===== config.mk =====
export PLATFORM = sky130hd
export DESIGN_NAME = dlf_fetch
export DESIGN_NICKNAME = d
export VERILOG_FILES = /design/src/rtl/dlf_pkg.sv /design/src/rtl/dlf_addr_gen.sv /design/src/rtl/dlf_irq_slot.sv /design/src/rtl/dlf_walker.sv /design/src/rtl/dlf_fetch.sv
export SDC_FILE = /design/constraint.sdc
export NUM_CORES = 1
export LEC_CHECK = 0
export CAP_MARGIN = 20
export CELL_PAD_IN_SITES_DETAIL_PLACEMENT = 0
export CELL_PAD_IN_SITES_GLOBAL_PLACEMENT = 1
export CORE_MARGIN = 4
export CORE_UTILIZATION = 30
export DETAILED_ROUTE_END_ITERATION = 8
export PLACE_DENSITY_LB_ADDON = 0.1
export SLEW_MARGIN = 20
export SYNTH_ARGS = -nofsm -noshare
export SYNTH_HDL_FRONTEND = slang
export SYNTH_HIERARCHICAL = 1
export SYNTH_SLANG_ARGS = --single-unit

===== constraint.sdc =====
create_clock -name clk -period 3.6 [get_ports clk]
set_clock_uncertainty 0.15 [all_clocks]
set_input_delay 0.72 -clock clk [delete_from_list [all_inputs] [get_ports clk]]
set_output_delay 0.72 -clock clk [all_outputs]
set_load 0.02 [all_outputs]

===== src/rtl/dlf_pkg.sv =====
package dlf_pkg;
    localparam int CMD_GO_BIT   = 31;
    localparam int CMD_STOP_BIT = 30;

    localparam logic [15:0] ST_READY = 16'h3000;
    localparam logic [15:0] ST_DONE  = 16'h4000;
    localparam logic [15:0] ST_EOC   = 16'h0800;

    localparam logic [2:0] EV_TX_EOF = 3'd1;
    localparam logic [2:0] EV_RX_EOF = 3'd3;
    localparam logic [2:0] EV_TX_EOC = 3'd5;
    localparam logic [2:0] EV_CHECK  = 3'd6;
    localparam logic [2:0] EV_RX_EOC = 3'd7;

    typedef enum logic [3:0] {
        W_IDLE, W_HDR0, W_HDR1, W_CNT, W_ADR, W_EMIT, W_WBACK, W_EOF, W_EOC, W_FAULT
    } walk_st_e;

    typedef enum logic [1:0] {F_LINK, F_STAT, F_CNT, F_ADR} field_e;
endpackage


===== src/rtl/dlf_addr_gen.sv =====
module dlf_addr_gen
    import dlf_pkg::*;
#(
    parameter int AW    = 16,
    parameter int IDX_W = 4
) (
    input  logic [AW-1:0]    base,
    input  field_e           field,
    input  logic [IDX_W-1:0] idx,
    output logic [AW-1:0]    addr
);
    logic [AW-1:0] pair_off;

    always_comb begin
        pair_off = AW'(2) + (AW'(idx) << 1);
        case (field)
            F_LINK:  addr = base;
            F_STAT:  addr = base + AW'(1);
            F_CNT:   addr = base + pair_off;
            F_ADR:   addr = base + pair_off + AW'(1);
            default: addr = base;
        endcase
    end
endmodule


===== src/rtl/dlf_irq_slot.sv =====
module dlf_irq_slot (
    input  logic       clk,
    input  logic       rst_n,
    input  logic       post,
    input  logic [2:0] post_type,
    input  logic       ack,
    output logic       busy,
    output logic       irq_valid,
    output logic [2:0] irq_type
);
    typedef struct packed {
        logic       valid;
        logic [2:0] typ;
    } slot_t;

    slot_t slot_d, slot_q;

    always_comb begin
        slot_d = slot_q;
        if (slot_q.valid && ack) slot_d.valid = 1'b0;
        if (post) begin
            slot_d.valid = 1'b1;
            slot_d.typ   = post_type;
        end
    end

    always_ff @(posedge clk or negedge rst_n) begin
        if (!rst_n) slot_q <= '0;
        else        slot_q <= slot_d;
    end

    assign busy      = slot_q.valid;
    assign irq_valid = slot_q.valid;
    assign irq_type  = slot_q.typ;

    p_single_pending_r10: assert property (@(posedge clk) disable iff (!rst_n)
        post |-> !slot_q.valid);
    p_hold_until_ack_r10: assert property (@(posedge clk) disable iff (!rst_n)
        (slot_q.valid && !ack) |=> (irq_valid && $stable(irq_type)));
    p_ack_clears_r10: assert property (@(posedge clk) disable iff (!rst_n)
        (slot_q.valid && ack) |=> !irq_valid);
    p_event_code_r8: assert property (@(posedge clk) disable iff (!rst_n)
        post |-> (post_type == 3'd1 || post_type == 3'd3 || post_type == 3'd5 ||
                  post_type == 3'd6 || post_type == 3'd7));
endmodule


===== src/rtl/dlf_walker.sv =====
module dlf_walker
    import dlf_pkg::*;
#(
    parameter int AW        = 16,
    parameter int MAX_FRAGS = 10,
    parameter int IDX_W     = $clog2(MAX_FRAGS)
) (
    input  logic             clk,
    input  logic             rst_n,
    input  logic             cmd_valid,
    input  logic [31:0]      cmd_word,
    input  logic [AW-1:0]    cmd_addr,
    input  logic             cmd_rx,
    input  logic             cfg_one_frag,
    output logic             mem_req,
    output logic             mem_we,
    output field_e           field,
    output logic [IDX_W-1:0] idx,
    output logic [AW-1:0]    base,
    input  logic [AW-1:0]    mem_addr,
    output logic [31:0]      mem_wdata,
    input  logic             mem_rvalid,
    input  logic [31:0]      mem_rdata,
    output logic             frag_valid,
    input  logic             frag_ready,
    output logic [31:0]      frag_addr,
    output logic [15:0]      frag_len,
    input  logic             irq_busy,
    output logic             post,
    output logic [2:0]       post_type
);
    localparam logic [IDX_W-1:0] LAST_IDX = IDX_W'(MAX_FRAGS - 1);

    typedef struct packed {
        walk_st_e         st;
        logic             pend;
        logic [AW-1:0]    base;
        logic [31:0]      link;
        logic [15:0]      stat;
        logic [15:0]      fsize;
        logic [IDX_W-1:0] idx;
        logic [15:0]      len;
        logic             last;
        logic [31:0]      fadr;
        logic             rx;
        logic             one;
    } walk_t;

    walk_t w_d, w_q;

    logic go, stop, one_eff, slot_end, eff_last, unused_cmd;

    assign go         = cmd_valid && cmd_word[CMD_GO_BIT];
    assign stop       = cmd_valid && cmd_word[CMD_STOP_BIT];
    assign one_eff    = w_q.rx && w_q.one;
    assign slot_end   = (w_q.idx == LAST_IDX);
    assign eff_last   = mem_rdata[31] || one_eff || slot_end;
    assign unused_cmd = ^cmd_word[29:0];

    always_comb begin
        w_d       = w_q;
        mem_req   = 1'b0;
        mem_we    = 1'b0;
        mem_wdata = '0;
        field     = F_LINK;
        post      = 1'b0;
        post_type = EV_CHECK;
        case (w_q.st)
            W_IDLE: begin
                if (go) begin
                    w_d.base = cmd_addr;
                    w_d.rx   = cmd_rx;
                    w_d.one  = cfg_one_frag;
                    w_d.pend = 1'b0;
                    w_d.st   = W_HDR0;
                end
            end
            W_HDR0: begin
                field = F_LINK;
                if (!w_q.pend) begin
                    mem_req  = 1'b1;
                    w_d.pend = 1'b1;
                end else if (mem_rvalid) begin
                    w_d.pend = 1'b0;
                    w_d.link = mem_rdata;
                    w_d.st   = W_HDR1;
                end
            end
            W_HDR1: begin
                field = F_STAT;
                if (!w_q.pend) begin
                    mem_req  = 1'b1;
                    w_d.pend = 1'b1;
                end else if (mem_rvalid) begin
                    w_d.pend  = 1'b0;
                    w_d.stat  = mem_rdata[15:0];
                    w_d.fsize = mem_rdata[31:16];
                    w_d.idx   = '0;
                    w_d.st    = ((mem_rdata[15:0] & ST_READY) == ST_READY) ? W_CNT : W_FAULT;
                end
            end
            W_CNT: begin
                field = F_CNT;
                if (!w_q.pend) begin
                    mem_req  = 1'b1;
                    w_d.pend = 1'b1;
                end else if (mem_rvalid) begin
                    w_d.pend = 1'b0;
                    w_d.len  = mem_rdata[15:0];
                    w_d.last = eff_last;
                    w_d.st   = (mem_rdata[15:0] == 16'h0 && !eff_last) ? W_FAULT : W_ADR;
                end
            end
            W_ADR: begin
                field = F_ADR;
                if (!w_q.pend) begin
                    mem_req  = 1'b1;
                    w_d.pend = 1'b1;
                end else if (mem_rvalid) begin
                    w_d.pend = 1'b0;
                    w_d.fadr = mem_rdata;
                    w_d.st   = W_EMIT;
                end
            end
            W_EMIT: begin
                if (frag_ready) begin
                    if (w_q.last) begin
                        w_d.st = W_WBACK;
                    end else begin
                        w_d.idx = w_q.idx + IDX_W'(1);
                        w_d.st  = W_CNT;
                    end
                end
            end
            W_WBACK: begin
                field     = F_STAT;
                mem_req   = 1'b1;
                mem_we    = 1'b1;
                mem_wdata = {w_q.fsize, w_q.stat | ST_DONE | ((w_q.link == 32'h0) ? ST_EOC : 16'h0)};
                w_d.st    = W_EOF;
            end
            W_EOF: begin
                if (!irq_busy) begin
                    post      = 1'b1;
                    post_type = w_q.rx ? EV_RX_EOF : EV_TX_EOF;
                    if (w_q.link == 32'h0) begin
                        w_d.st = W_EOC;
                    end else begin
                        w_d.base = w_q.link[AW-1:0];
                        w_d.st   = W_HDR0;
                    end
                end
            end
            W_EOC: begin
                if (!irq_busy) begin
                    post      = 1'b1;
                    post_type = w_q.rx ? EV_RX_EOC : EV_TX_EOC;
                    w_d.st    = W_IDLE;
                end
            end
            W_FAULT: begin
                if (!irq_busy) begin
                    post      = 1'b1;
                    post_type = EV_CHECK;
                    w_d.st    = W_IDLE;
                end
            end
            default: w_d.st = W_IDLE;
        endcase
        if (stop) begin
            w_d.st   = W_IDLE;
            w_d.pend = 1'b0;
            mem_req  = 1'b0;
            mem_we   = 1'b0;
            post     = 1'b0;
        end
    end

    always_ff @(posedge clk or negedge rst_n) begin
        if (!rst_n) w_q <= '0;
        else        w_q <= w_d;
    end

    assign idx        = w_q.idx;
    assign base       = w_q.base;
    assign frag_valid = (w_q.st == W_EMIT);
    assign frag_addr  = w_q.fadr;
    assign frag_len   = w_q.len;

    p_go_reads_link_r2: assert property (@(posedge clk) disable iff (!rst_n)
        (w_q.st == W_IDLE && go && !stop) |=> (mem_req && !mem_we && mem_addr == $past(cmd_addr)));
    p_frag_held_r3: assert property (@(posedge clk) disable iff (!rst_n)
        (frag_valid && !frag_ready && !stop) |=> (frag_valid && $stable(frag_addr) && $stable(frag_len)));
    p_wback_flags_r6: assert property (@(posedge clk) disable iff (!rst_n)
        (mem_req && mem_we) |-> (mem_wdata[14] && mem_wdata[13:12] == 2'b11));
    p_stop_quiet_r11: assert property (@(posedge clk) disable iff (!rst_n)
        stop |=> (!frag_valid && !mem_req && !post));
    p_idx_bound_r4: assert property (@(posedge clk) disable iff (!rst_n)
        frag_valid |-> (w_q.idx <= LAST_IDX));
endmodule


===== src/rtl/dlf_fetch.sv =====
module dlf_fetch
    import dlf_pkg::*;
#(
    parameter int AW        = 16,
    parameter int MAX_FRAGS = 10
) (
    input  logic          clk,
    input  logic          rst_n,
    input  logic          cmd_valid,
    input  logic [31:0]   cmd_word,
    input  logic [AW-1:0] cmd_addr,
    input  logic          cmd_rx,
    input  logic          cfg_one_frag,
    output logic          mem_req,
    output logic          mem_we,
    output logic [AW-1:0] mem_addr,
    output logic [31:0]   mem_wdata,
    input  logic          mem_rvalid,
    input  logic [31:0]   mem_rdata,
    output logic          frag_valid,
    input  logic          frag_ready,
    output logic [31:0]   frag_addr,
    output logic [15:0]   frag_len,
    output logic          irq_valid,
    output logic [2:0]    irq_type,
    input  logic          irq_ack
);
    localparam int IDX_W = $clog2(MAX_FRAGS);

    field_e           field;
    logic [IDX_W-1:0] idx;
    logic [AW-1:0]    base;
    logic             irq_busy, post;
    logic [2:0]       post_type;

    dlf_walker #(.AW(AW), .MAX_FRAGS(MAX_FRAGS), .IDX_W(IDX_W)) walker_i (
        .clk(clk), .rst_n(rst_n),
        .cmd_valid(cmd_valid), .cmd_word(cmd_word), .cmd_addr(cmd_addr),
        .cmd_rx(cmd_rx), .cfg_one_frag(cfg_one_frag),
        .mem_req(mem_req), .mem_we(mem_we), .field(field), .idx(idx), .base(base),
        .mem_addr(mem_addr), .mem_wdata(mem_wdata),
        .mem_rvalid(mem_rvalid), .mem_rdata(mem_rdata),
        .frag_valid(frag_valid), .frag_ready(frag_ready),
        .frag_addr(frag_addr), .frag_len(frag_len),
        .irq_busy(irq_busy), .post(post), .post_type(post_type)
    );

    dlf_addr_gen #(.AW(AW), .IDX_W(IDX_W)) addr_i (
        .base(base), .field(field), .idx(idx), .addr(mem_addr)
    );

    dlf_irq_slot slot_i (
        .clk(clk), .rst_n(rst_n), .post(post), .post_type(post_type), .ack(irq_ack),
        .busy(irq_busy), .irq_valid(irq_valid), .irq_type(irq_type)
    );
endmodule


==> key figures, run 1 <==
CTS
  – CTS tree: done
  – Longest Clk Path Bufs: 2
  – CTS H-tree depth: 4
  – Sink count of the clock tree: 143
  – Clock Latency Late Sink: ~420 ps
  – Root Buffer: clkbuf_16
  – Hold buffers post-CTS: 0
  – TritonCTS Buffers: 17
  – Clock transition at the registers of the reported paths: approximately 70 ps

Finish
  – Final Core Density: 41.28%
  – Fraction of layout instances using a drive strength above 1: 29.57%
  – Diodes inserted: 0
  – Area Overhead vs Synth: 35.36%
  – Final layout net count: 1035
  – Final design area excluding fillers: 0.01076 mm^2

Global routing
  – Number of antenna violations at the first check in global routing: 0
  – Global-route wire length before repair: 37200 um
  – Pin count of the biggest net entering global routing: 73
  – Vias in the first global route: between 6000 and 7000
  – All-layer global routing usage: ~16%
  – Overflow left after global routing: 0

Yosys
  – Warnings, synthesis: 6
  – Number of standard cells after synthesis: a little under 800
  – Xor/xnor share of the synthesized area: 2.865%
  – Synth Net Count: ~900
  – Proportion of synthesized area in mux cells: ~15%
  – Adder-Cell Fraction of Synth Area: 1.984%
  – Synth cell types: 70
  – Number of synthesized flops with an enable pin: 0
  – Synth area leaders: dfrtp_1 45%, mux2_2 13%, nand2_1 8.3%, buf_4 6.8%, and2_1 2.4%
  – Area leader, netlist: dfrtp_1
  – Dominant combinational cell family by area after synthesis: simple AND/OR/NAND/NOR gates
  – Post-synthesis cell area: a little under 0.008 mm^2
  – Complex-gate fraction of the synthesized area: 6.628%
  – Syn avg cell area: a little over 10 um^2
  – Most used flip-flop cell after synthesis: dfrtp_1
  – Share of the synthesized area in the top cell type: 45.03%
  – Most numerous cell types in the synthesized netlist: 175 x nand2_1, 143 x dfrtp_1, 89 x mux2_2, 72 x buf_4, 31 x and2_1
  – Number of synthesized register bits: roughly 140
  – Simple-Gate Fraction of Synth Area: 18.70%
  – Portion of the post-synthesis area used by sequential elements: a little under half
  – Share of async-settable or async-resettable flops after synthesis: between 90% and 100%
  – Leading cell type by number of instances after synthesis: nand2_1

Run
  – Maximum Capacitance Violations: 0

Route
  – Total iterations of the first detailed-routing run: 5
  – Drt drc: 0
  – Average wire per cell in the routed design: 17.88 um
  – Count of vias placed by the detailed router: a little over 6000
  – Residual antenna-violating net count after detailed routing: 0
  – Final routed wirelength across all metal layers: 22930 um
  – 1st-iter DRT viols: 352
  – Vias per cell: roughly 4.8

Critical path
  – Slowest stage delay, CP: 420 ps
  – Data arrival time of the critical path: 3410 ps
  – Startpoint of the lowest-slack register-to-register path: walker_i/w_q[138]$_DFFE_PN0P_
  – Classification of the worst setup path: reg -> out
  – Required time worst endpoint: 2730 ps
  – Crit path launch type: flop
  – Buffering stage count on the worst path with inverters included: 3
  – Critical Path, Cell by Cell: ha_4 > ha_4 > inv_2 > fa_2 > buf_4 > xor2_2 > or3_4 > o32ai_4 > nand3_2 > a211oi_4 > nand2_2 > xnor2_2 > buf_4
  – Kind of capture point of the worst setup path: primary output
  – Worst setup path start: walker_i/base[2]$_DFFE_PN0P_
  – Category of cells accounting for the largest share of critical-path delay: adder cells
  – Crit-path max FO: 3
  – Critical-path top delay cell: dfrtp_1

Power and ir drop
  – Overall Power: 7.502 mW
  – Pwr dens: 697.4 mW/mm^2
  – Leakage power: 4.829 nW
  – Largest vdd supply drop: 0.0003219 V

Timing
  – Worst Setup Slack, final: -683.7 ps
  – Final clock period utilization by the worst path: 119.0%
  – Maximum clock rate: 0.2334 GHz
  – Setup TNS: -5990 ps
  – Count of endpoints failing hold in the final timing report: 0
  – Total setup violations reported at the end of the flow: 11
  – Fin crit period: 4284 ps
  – RSZ-0062 raised after global routing: yes
  – Worst max-slew margin expressed relative to the limit: 55.12%
  – Transition time of the tightest slew-check pin: 673.2 ps
  – Max Slew Vio Count: 0

Outcome
  – Violated checks: negative setup slack
  – Outcome: finished, violations left

Die
  – Core footprint: 0.02606 mm^2
  – Die outline area: approximately 0.029 mm^2
  – Number of top-level pins: 191
  – Standard-cell row count: 59
  – Horizontal die dimension: 170.8 um
  – Die Span Y: ~170 um
  – Initial Utilization: 30.50%

Placement
  – Placed Area: 0.009963 mm^2
  – Routability congestion estimate: 0.7881
  – DP Wirelength: 16920 um
  – Number of buffers inserted by port buffering: 160

Hold path
  – Hold/Removal Path Class: in -> async
[layout by cell type, fill, tap and decap left out, types with 4 or more instances in the layout]
cell               n
nand2b_1           5
nor2b_1            4
and2_1            31
nor4_1            11
nor3_1             4
nand3_1            4
nor2_1            18
buf_4             85
nand4_1           11
nand2_1          173
nand3b_1           6
clkbuf_16         17
a21oi_1           11
inv_1             10
clkdlybuf4s50_1  144
mux2_1            13
ha_1               7
inv_6              6
o21ai_0           13
xnor2_1            8
ha_4               4
buf_6              8
mux2_2            89
nor2_2             5
xor2_1             9
xnor2_2            6
dfrtp_1          143
[cell type report]
cell class                 instances  area [um^2]
fill                            2553        15300
multi-input combinational        517         3861
sequential                       143         3578
timing repair buffer             243         2256
clock buffer                      17        425.4
tap                              335        419.2
clock inverter                    14        168.9
inverter                          13        48.80
[metrics by stage]
step                setup WS, ps  hold slack [ps]  std cells
CTS                       -765.5            13.84       1279
detailed placement        -695.3            308.8       1238
floorplan                 -218.6            274.4        778
global placement          -661.2            304.7       1238
finish                    -683.7            23.28       1282
global route              -808.9            15.14       1282
[sequential cells by signal, summed over array words and instances (netlist names)]
name	cells
walker_i/idx	4
walker_i/frag_addr	32
slot_i/busy	1
walker_i/base	16
slot_i/irq_type	3
walker_i/w_q	71
walker_i/frag_len	16
[layer usage]
layer | track usage, % | part of all wire [%]
met1 | 22.38 | 46
met2 | 25.29 | 46
met3 | 4.806 | 6.8
met4 | 3.507 | 1.2
met5 | 0 | 0
[final timing paths]
kind | end | slack [ps] | cells after the start
worst max-delay path | mem_addr[14] | -680 | 13
worst min-delay path | walker_i/frag_addr[22]$_DFFE_PN0P_ | 20 | 1
worst max register to register | slot_i/irq_type[2]$_DFFE_PN0P_ | 1160 | 6
worst min register to register | walker_i/w_q[63]$_DFFE_PN0P_ | 320 | 2
max in group asynchronous | walker_i/w_q[91]$_DFFE_PN0P_ | 2420 | 2
min in group clk | walker_i/w_q[63]$_DFFE_PN0P_ | 320 | 2
[report_power, final]
| part | switching, mW | leakage, nW | internal [mW] | total, mW |
|---|---|---|---|---|
| combinational | 1.50 | 2.68 | 1.59 | 3.09 |
| sequential | 0.446 | 1.86 | 2.18 | 2.63 |
| clock | 0.745 | 0.290 | 1.04 | 1.79 |
| total | 2.69 | 4.83 | 4.82 | 7.50 |
[cells by family (layout without fill, tap and decap cells)]
family / after synthesis / after routing
AO/OA/AOI/OAI: 69 / 69
XOR/XNOR: 26 / 26
adder cells (fa/ha/maj): 12 / 12
buffers and inverters: 118 / 287
flip-flops: 143 / 143
multiplexers: 105 / 105
AND/OR/NAND/NOR: 305 / 305
[what timing repair did]
item                                    CTS  global route
endpoints found under the setup margin   14            15
setup buffers                            10             3
pin swaps                                18             8
resized for setup                        76            15
No activity file was read; power rests on OpenSTA's default activity.
==> run 2: changes to the inputs <==
==> constraint.sdc (replaced) <==
create_clock -name clk -period 3.7 [get_ports clk]
set_clock_uncertainty 0.15 [all_clocks]
set_input_delay 0.74 -clock clk [delete_from_list [all_inputs] [get_ports clk]]
set_output_delay 0.74 -clock clk [all_outputs]
set_load 0.02 [all_outputs]
==> run 2 against run 1 <==
Effect of this change: the flow still finishes with violations (negative setup slack); sequential power decreased by 3%; die area unchanged; worst hold slack better by 170 ps; sequential share of layout area grew 0.14 points; setup slack better by 140 ps; global-route usage decreased by 0.16 points; core utilization shrank 0.18 points; register-to-register slack better by 230 ps; combinational power is 1% lower; first-iteration DRC count decreased by 29%; critical path depth down 1; non-clock buffer count stayed put; critical path type unchanged; largest cell class unchanged.
==> key figures, run 2 (synthesized netlist as in run 1, its figures left out) <==
Outcome
  – Outcome: finished, violations left
  – Violated checks: negative setup slack

Power and ir drop
  – Pwr dens: ~680 mW/mm^2
  – Leakage power: around 4.8 nW
  – Largest vdd supply drop: 0.0003469 V
  – Overall Power: 7.258 mW

Timing
  – Transition time of the tightest slew-check pin: 720.8 ps
  – Final clock period utilization by the worst path: 114.7%
  – RSZ-0062 raised after global routing: yes
  – Worst Setup Slack, final: -544.5 ps
  – Maximum clock rate: 0.2356 GHz
  – Max Slew Vio Count: 0
  – Total setup violations reported at the end of the flow: 10
  – Fin crit period: between 4000 and 5000 ps
  – Count of endpoints failing hold in the final timing report: 0
  – Worst max-slew margin expressed relative to the limit: 51.95%

Critical path
  – End of the worst register-to-register path: walker_i/base[4]$_DFFE_PN0P_
  – Crit path launch type: flop
  – Reg2Reg Setup Slack: 1390 ps
  – Buffering stage count on the worst path with inverters included: 2
  – Kind of capture point of the worst setup path: primary output
  – Required time worst endpoint: 2810 ps
  – Critical Path, Cell by Cell: ha_4 > ha_4 > inv_2 > fa_2 > nand2b_4 > a21o_4 > or4_4 > a221oi_4 > a21oi_2 > a211oi_2 > nand3_2 > buf_6
  – Slowest stage delay, CP: around 540 ps
  – Crit-path max FO: 3
  – Startpoint of the lowest-slack register-to-register path: walker_i/w_q[137]$_DFFE_PN0P_
  – Number of cells on the worst reg-to-reg path: 6
  – Classification of the worst setup path: reg -> out
  – Category of cells accounting for the largest share of critical-path delay: simple AND/OR/NAND/NOR gates
  – Data arrival time of the critical path: 3350 ps
  – Critical-path top delay cell: or4_4
  – Most numerous cell on the critical path: ha_4

Finish
  – Most frequent standard cell in the layout excluding fill and tap cells: nand2_1
  – Flip-flop count of the largest register after layout: 71
  – Largest Register: walker_i/w_q
  – Final Core Density: 41.11%
  – Diodes inserted: 0
  – Final layout net count: around 1000
  – Area Overhead vs Synth: 34.78%
  – Leading cell types in the layout, fill and taps excluded: 173 x nand2_1, 145 x clkdlybuf4s50_1, 143 x dfrtp_1
  – Fraction of layout instances using a drive strength above 1: between 20% and 30%

CTS
  – CTS tree: done
  – Root Buffer: clkbuf_16
  – CTS H-tree depth: 4
  – Hold buffers post-CTS: 0
  – Clock Latency Late Sink: 420 ps
  – Longest Clk Path Bufs: 2
  – Sink count of the clock tree: 143
  – TritonCTS Buffers: 17
  – Clock transition at the registers of the reported paths: 70 ps

Global routing
  – Number of antenna violations at the first check in global routing: 0
  – Global-route wire length before repair: 36800 um
  – Fraction of met1 tracks used by global routing: between 20% and 30%
  – Vias in the first global route: around 6400
  – All-layer global routing usage: 16.04%
  – Overflow left after global routing: 0
  – Global-route track usage on met3: under 10%
  – Pin count of the biggest net entering global routing: 76
  – Met2 global-route usage: 24.95%
  – GR peak layer: met2

Route
  – Average wire per cell in the routed design: 17.90 um
  – Final routed wirelength across all metal layers: between 20000 and 25000 um
  – Count of vias placed by the detailed router: 6031
  – Residual antenna-violating net count after detailed routing: 0
  – Total iterations of the first detailed-routing run: 5
  – 1st-iter DRT viols: 250
  – Drt drc: 0
  – Vias per cell: 4.701

Die
  – Die Span Y: between 150 and 200 um
  – Number of top-level pins: 191
  – Horizontal die dimension: between 150 and 200 um
  – Initial Utilization: between 30% and 40%
  – Die outline area: roughly 0.029 mm^2
  – Standard-cell row count: 59
  – Core footprint: 0.02606 mm^2

Placement
  – Routability congestion estimate: about 0.83
  – DP Wirelength: 17050 um
  – Number of buffers inserted by port buffering: 160

Hold path
  – Hold/Removal Path Class: in -> async

Run
  – Maximum Capacitance Violations: 0
run 2: cell types whose count changed in the layout (fill, tap and decap cells not counted), moves of 3 or more:
cell,before,now
a21oi_1,11,6
buf_4,85,88
inv_8,2,6
a21oi_2,2,7
buf_12,3,0
run 2: how the worst max path moves through the flow:
stage	startpoint	slack [ps]	cells past startpoint	to
5_1_grt	walker_i/idx[1]$_DFFE_PN0P_	-690	13	mem_addr[10]
3_5_place_dp	walker_i/base[2]$_DFFE_PN0P_	-590	12	mem_addr[14]
2_1_floorplan	walker_i/idx[1]$_DFFE_PN0P_	-140	11	mem_addr[14]
4_1_cts	walker_i/base[2]$_DFFE_PN0P_	-630	12	mem_addr[15]
6_report	walker_i/base[2]$_DFFE_PN0P_	-540	12	mem_addr[15]
3_3_place_gp	walker_i/idx[1]$_DFFE_PN0P_	-570	12	mem_addr[14]
run 2: per-layer routing:
| layer | routed length, um | vias up |
|---|---|---|
| met5 | 0 | - |
| met2 | 10520 | 151 |
| met1 | 10730 | 2956 |
| li1 | - | 2905 |
| met4 | 223 | 0 |
| met3 | 1502 | 19 |
run 2: repair_timing:
item / 4_1_cts / 5_1_grt
pin swaps: 23 / 20
gates resized for setup: 88 / 10
setup buffers: 8 / 5
endpoints found under the setup margin: 14 / 13
run 2: final cells by class:
cell class	count	area (um^2)
clock buffer	18	429.2
clock inverter	14	136.4
fill	2578	15350
inverter	13	48.80
multi-input combinational	517	3886
sequential	143	3578
tap	335	419.2
timing repair buffer	243	2213
run 2: through the flow:
step	area, um^2	hold WS (ps)	TNS (ps)	instances	setup slack, ps
after floorplan	8125	287.4	-266.7	778	-138.6
after detailed placement	9928	308.8	-4965	1239	-586.0
after global placement	9928	302.7	-4650	1239	-572.9
after CTS	10660	219.2	-4689	1279	-627.1
final	10710	194.9	-4494	1283	-544.5
after global routing	10710	241.8	-5801	1283	-685.8
run 2: worst reg2reg max path, stage by stage (launching register included):
cell and delay, ps:
dfrtp_1 390, buf_4 140, buf_4 190, nor2_2 280
nand4_1 300, o21ai_4 320, mux2_2 420
run 2: report_power, final:
| part | switching (mW) | internal [mW] | total [mW] |
|---|---|---|---|
| clock | 0.759 | 0.898 | 1.66 |
| combinational | 1.49 | 1.57 | 3.05 |
| sequential | 0.426 | 2.12 | 2.55 |
| total | 2.67 | 4.59 | 7.26 |
